<file path="src/rtl/angle_track_counter.sv">
module angle_track_counter #(
  parameter int ANGLE_W   = 16,
  parameter int MIN_RES   = 12,
  parameter int CLK_HZ    = 100_000_000,
  parameter int ZPULSE_US = 200,
  parameter int BUSY_HOLD = 16
) (
  input  logic               clk,
  input  logic               rst_n,
  input  logic               step_i,
  input  logic               step_up_i,
  input  logic [2:0]         res_sel_i,
  output logic [ANGLE_W-1:0] angle_o,
  output logic               dir_o,
  output logic               busy_o,
  output logic               zcross_o
);
  localparam int ZP_CYC = (CLK_HZ / 1_000_000) * ZPULSE_US;
  localparam int ZW     = $clog2(ZP_CYC + 1);
  localparam int BW     = $clog2(BUSY_HOLD + 1);

  logic [ANGLE_W-1:0] angle_q, mask, cur;
  logic [ZW-1:0]      zcnt;
  logic [BW-1:0]      bcnt;
  logic               wrap;
  int                 nbits;

  always_comb begin
    nbits = MIN_RES + int'(res_sel_i);
    if (nbits > ANGLE_W) nbits = ANGLE_W;
    for (int i = 0; i < ANGLE_W; i++) mask[i] = (i < nbits);
  end

  assign cur     = angle_q & mask;
  assign wrap    = step_i && (step_up_i ? (cur == mask) : (cur == '0));
  assign angle_o = cur;
  assign busy_o  = (bcnt != '0);
  assign zcross_o = (zcnt != '0);

  always_ff @(posedge clk) begin
    if (!rst_n) begin
      angle_q <= '0;
      dir_o   <= 1'b1;
    end else if (step_i) begin
      angle_q <= (step_up_i ? cur + 1'b1 : cur - 1'b1) & mask;
      dir_o   <= step_up_i;
    end
  end

  always_ff @(posedge clk) begin
    if (!rst_n)            bcnt <= '0;
    else if (step_i)       bcnt <= BW'(BUSY_HOLD);
    else if (bcnt != '0)   bcnt <= bcnt - 1'b1;
  end

  always_ff @(posedge clk) begin
    if (!rst_n)            zcnt <= '0;
    else if (wrap)         zcnt <= ZW'(ZP_CYC);
    else if (zcnt != '0)   zcnt <= zcnt - 1'b1;
  end


  no_step_hold_chk: assert property (@(posedge clk) disable iff (!rst_n)
    !step_i |=> $stable(angle_q));

  busy_after_step_chk: assert property (@(posedge clk) disable iff (!rst_n)
    step_i |=> busy_o);

  dir_follow_chk: assert property (@(posedge clk) disable iff (!rst_n)
    step_i |=> dir_o == $past(step_up_i));

  dir_hold_chk: assert property (@(posedge clk) disable iff (!rst_n)
    !step_i |=> $stable(dir_o));

  wrap_up_chk: assert property (@(posedge clk) disable iff (!rst_n)
    (step_i && step_up_i && angle_o == mask) |=> (zcross_o && angle_q == '0));

  zc_fall_chk: assert property (@(posedge clk) disable iff (!rst_n)
    $fell(zcross_o) |-> !$past(wrap));
endmodule

</file>
<file path="config.mk">
export PLATFORM = sky130hd
export DESIGN_NAME = angle_track_counter
export DESIGN_NICKNAME = d
export VERILOG_FILES = /design/src/rtl/angle_track_counter.sv
export SDC_FILE = /design/constraint.sdc
export NUM_CORES = 1
export LEC_CHECK = 0
export ABC_AREA = 1
export CORE_UTILIZATION = 50
export DETAILED_ROUTE_END_ITERATION = 7
export PLACE_DENSITY = 0.73
export SETUP_SLACK_MARGIN = 0.15
export SYNTH_ARGS = -nofsm -noshare
export SYNTH_HDL_FRONTEND = slang
export SYNTH_SLANG_ARGS = --single-unit
</file>
<file path="constraint.sdc">
create_clock -name clk -period 2.05 [get_ports clk]
set_input_delay 0.205 -clock clk [delete_from_list [all_inputs] [get_ports clk]]
set_output_delay 0.205 -clock clk [all_outputs]
set_load 0.1 [all_outputs]
</file>
== Word-level counts from Yosys, hierarchy flattened ==
Cells that the tools add are included.
Storage, ports and cells
  output and inout bits: 19
  word-level logic and storage cells: 47
  flip-flop bits (word level): 37
  input bits: 7
Operators by class
  reduce and logical (&&, ||, !) cells: 8
  order comparisons: 17
  add/subtract/negate cells: 5
  equal/unequal tests: 1
  muxes and demuxes: 7
  bitwise operators: 3
Operators with widths (count)
  < comparator 5 x 32 -> 1 bit, first input constant: 8
  < comparator 4 x 32 -> 1 bit, first input constant: 4
  < comparator 3 x 32 -> 1 bit, first input constant: 2
  bitwise AND 16 bit: 2
  < comparator 1 x 32 -> 1 bit, first input constant: 1
  < comparator 2 x 32 -> 1 bit, first input constant: 1
  2-to-1 mux 15 bit: 2
  adder 16 x 1 -> 16 bit, second input constant: 1
  == test 16 bit: 1
  logical NOT 16 bit: 1
  2-to-1 mux 16 bit: 1
  subtractor 16 x 1 -> 16 bit, second input constant: 1
  2-to-1 mux 5 bit: 3
  nonzero test 15 bit: 1
  subtractor 15 x 1 -> 15 bit, second input constant: 1
  adder 4 x 3 -> 5 bit, first input constant: 1
  > comparator 5 bit, second input constant: 1
  nonzero test 5 bit: 1
  subtractor 5 x 1 -> 5 bit, second input constant: 1
  nonzero test 2 bit: 2
  OR reduction 2 bit: 2
  logical AND 1 bit: 1
  2-to-1 mux 1 bit: 1
  inverter 1 bit: 1

== Depth between registers and ports, before layout ==
  word-level depth: 9
  depth in mapped cells: 14
  gate-level depth less buffers: 14

== Worst setup path before layout ==
No wires, ideal clock.
  path kind: reg2reg
  start: reg angle_q[13]
  end: reg angle_q[14]
  setup time: 0.113 ns
  period minus slack after synthesis: 2.828 ns
  slack: -0.778 ns
  stages on the path, launching flop included: 11
  arrival time: 2.714 ns
  required time: 1.937 ns
  path buffers: 0
  path through: dfxtp_1 inv_1 nor2_1 ha_1 inv_1 nor3_1 and2_1 nand2_1 nand3_1 nand3_1 nand2_1
Between the ends
  cells in the longest elaborated chain, start to end: 4
  elaborated cells on any way between the ends: 5
  those cells by class: add/sub (2); mux (1); bitwise (2)
RTL lines
  from (decl): line 22  | logic [ANGLE_W-1:0] angle_q, mask, cur;
  from (signal assigned): line 45  | angle_q <= (step_up_i ? cur + 1'b1 : cur - 1'b1) & mask;
  bitwise AND 16 bit *: line 34  | assign cur = angle_q & mask;
  net angle_o[13]: line 13  | output logic [ANGLE_W-1:0] angle_o,
  subtractor 16 x 1 -> 16 bit or adder 16 x 1 -> 16 bit (tied branches): line 45
  2-to-1 mux 16 bit *: line 45
  bitwise AND 16 bit *: line 45
The timed path passes the listed nets; every way through them passes the cells marked *.
A chain may end at the register's enable or synchronous reset.

== Final worst setup path ==
  start: in step_up_i
  end: reg angle_q[12]
Between the ends
  cells in the longest elaborated chain, start to end: 2
RTL lines
  from (decl): line 11  | input logic step_up_i,
  2-to-1 mux 16 bit: line 45
  bitwise AND 16 bit: line 45
Every way passes these cells.

==> flow_summary.toml <==
[grt]
gr_util_all_layers_pct = 24.2
first_pass_grt_wire_length_mm = 11.2
grt_pass1_vias = 2629
gr-total-overflow = 0
antenna_violations_before_repair = 0
grt_start_max_net_pins = 16

[drt]
antenna_left = 0
routed_wl_mm = 6.94
viasPerCell = 5.03
wl_per_cell_um = 12.4
via_count = 2809
remaining_drc_errors = 0
initial_detailed_routing_violation_count = 77
drt_pass1_iterations = 4

[final_layout]
antenna-diode-count = 0
drive_gt1_share_pct = 21.3
post_layout_utilization_of_the_core_pct = 68.3
final_common_cell = "sky130_fd_sc_hd__nand2_1"
finish.cell_count_without_fillers = 558
number_of_nets_in_the_final_layout = 513
layout.cells.most_common_list = "sky130_fd_sc_hd__nand2_1 (128), sky130_fd_sc_hd__nor2_1 (59), sky130_fd_sc_hd__inv_1 (50), sky130_fd_sc_hd__buf_4 (40), sky130_fd_sc_hd__dfxtp_1 (37)"
area_delta_synth_final_pct = 29.1

[setup_path]
path_max_fanout = 7
critPathMaxStageDelay_ns = 0.49
timing.setup.critical_path_class = "in -> reg"
rr_worst_depth = 8
critPathLaunchType = "input pin"
crit_chain = "clkdlybuf4s50_1, inv_2, buf_6, fa_1, nand3_2, nand2_2, buf_4, nand3_1, nand3_1, nand2_1, nand3_1, nand2_1"
arrival_ns = 2.08
cpMostUsedCell = "sky130_fd_sc_hd__nand3_1"
required_ns = 2.30
rrSetupSlack_ns = 0.39
endpoint_kind_of_the_worst_setup_timing_path = "flip-flop"
rr_startpoint = "angle_q[2]"
worstReg2RegEnd = "angle_q[13]"
critical-path-slowest-cell = "sky130_fd_sc_hd__clkdlybuf4s50_1"

[floorplanning]
floorplan.die.width_um = 76.2
floorplan.die_area_um2 = 5800
rows = 26
design.core.area_um2 = 5200
fp.dieH_um = 76.2
top_level_ports = 26
start_util_pct = 52.9

[sta]
max_slew_margin_pct = 69.3
finalCriticalPeriod_ns = 1.83
timing.final.max_slew_violations = 0
fmax_mhz = 547
hold_violations = 0
setup_viol = 0
post-route-worst-setup-slack_ns = 0.223
final.period_utilization_pct = 89.1
worst_slew_pin_slew_ns = 0.460
clock-skew-final_ns = 0.00423
fin_setup_tns_ns = 0
rsz0062_at_grt = "no"

[clock_tree]
tritoncts_buffer_count = 5
number_of_buffers_inserted_for_hold_repair_after_clock_tree_synthesis = 0
cts.sink_count = 37
clk_pin_slew_worst_paths_ns = 0.08
clock_tree.buffer_depth = 2
cts_root_buffer_type = "sky130_fd_sc_hd__clkbuf_8"
tritoncts = "done"
clock_insertion_delay_worst_skew_ns = 0.30
ctsHtreeMaxLevel = 2

[synthesis]
synth-compound-area-share_pct = 8.91
yosys.area_share.simple_pct = 41.5
synth_edf_count = 0
post_synth_inst_count = 442
fraction_of_synthesized_area_in_multiplexers_pct = 0
sequential_fraction_of_the_synthesis_area_pct = 26.9
yosysUniqueCellTypes = 33
postSynthNetCount = 468
avgSynthCellArea_um2 = 6.22
count_of_state_elements_after_synthesis = 37
synth_top_flop_cell = "sky130_fd_sc_hd__dfxtp_1"
combinational_family_with_the_most_area_after_synthesis = "simple AND/OR/NAND/NOR gates"
synth-adder-area-share_pct = 8.91
proportion_of_synthesized_flip_flops_having_asynchronous_set_or_reset_pct = 0
yosys_warnings = 0
syn-cell-area_um2 = 2750
xor_xnor_fraction_of_synth_area_pct = 4.14

[power_and_ir_drop]
leakage_dissipation_nw = 1.80
vdd_drop_max_uv = 555
power_density_nw_per_um2 = 1020

[place]
dp_cells = 550
post-dp-hpwl_mm = 5.08
port-buffer-count = 25
preCtsSetupSlack_ns = -0.178
gpl_congestion = 0.960

[outcome]
status = "finished, final reports clean"

[min_path]
worstHoldPathType = "reg -> reg"
min_path_cells = 2
hold_path_end = "angle_q[13]"
hold_path.startpoint = "angle_q[13]"

[flow_run]
timing.max_cap.violations = 0
## worst max-delay path, delay by kind of cell
| family | cells | cell delay [ns] |
|---|---|---|
| fa+ha+maj | 1 | 0.46 |
| buf+inv | 4 | 0.86 |
| simple gates | 7 | 0.56 |
## report_power, final
group	internal, mW	switching, mW
Clock	0.236	0.283
Sequential	0.856	0.146
Combinational	0.779	1.32
## worst max-delay path by stage
| stage | start | to | cells after the start | slack (ns) |
|---|---|---|---|---|
| CTS | res_sel_i[2] | angle_q[14] | 13 | 0.16 |
| finish | step_up_i | angle_q[12] | 12 | 0.22 |
| global route | step_up_i | angle_q[12] | 12 | 0.14 |
| global placement | step_up_i | angle_q[10] | 12 | -0.16 |
| detailed placement | res_sel_i[2] | angle_q[15] | 14 | -0.18 |
| floorplan | res_sel_i[2] | angle_q[14] | 13 | -0.1 |
## registers in the layout (all words and copies together), names as in the netlist
name,count
dir_o,1
bcnt,5
zcnt,15
angle_q,16
## synthesized netlist by cell type (5+ instances only)
master                     instances  share of area, %
sky130_fd_sc_hd__inv_1            52               7.1
sky130_fd_sc_hd__nor2_1           61               8.3
sky130_fd_sc_hd__nand3_1          27               4.9
sky130_fd_sc_hd__nand2_1         133                18
sky130_fd_sc_hd__clkbuf_1         12               1.6
sky130_fd_sc_hd__ha_1             18               8.2
sky130_fd_sc_hd__o21ai_0          13               2.4
sky130_fd_sc_hd__nor2_2           10               2.3
sky130_fd_sc_hd__dfxtp_1          37                27
sky130_fd_sc_hd__nand3b_1          5               1.4
sky130_fd_sc_hd__nor3_1            6               1.1
sky130_fd_sc_hd__xor2_1            7               2.2
sky130_fd_sc_hd__xnor2_1           6               1.9
sky130_fd_sc_hd__a21oi_1          27               4.9
## layer usage
metal / up-vias / share of wire, % / GRT usage, %
met2: 56 / 50 / 43.1
met5: - / 0 / 0
li1: 1465 / - / -
met3: 13 / 3.7 / 4.31
met1: 1275 / 44 / 28.2
met4: 0 / 2.1 / 10.6
## logic make-up (layout without fill, tap and decap cells)
group                      Yosys count  after routing
AOI/OAI and AO/OA                   46             46
xor gates and xnor gates            13             13
adders and majority gates           19             19
buffers and inverters               68            114
DFF                                 37             37
and+or+nand+nor                    259            259
## area by class of cell
cell class                      count  area [µm²]
Inverter                           52         195
Tap cell                           70        87.6
Timing Repair Buffer               54         512
Clock buffer                        6        72.6
Fill cell                         451        1650
Multi-Input combinational cell    337        1940
Clock inverter                      2        10.0
Sequential cell                    37         741
## through the flow
step	power (mW)	instance area [µm²]	hold slack (ns)
after floorplan	2.56	2810	0.370
after global placement	2.98	3290	0.455
after detailed placement	3.01	3290	0.461
after CTS	3.55	3390	0.475
after global routing	3.91	3550	0.512
final	3.62	3550	0.472
## timing repair
item                       4_1_cts  5_1_grt
resized for setup                4       27
gates cloned                     0        0
setup buffers                    0        0
pin swaps                        0        2
setup endpoints to repair        3       10
(Power assumes the default switching activity.)
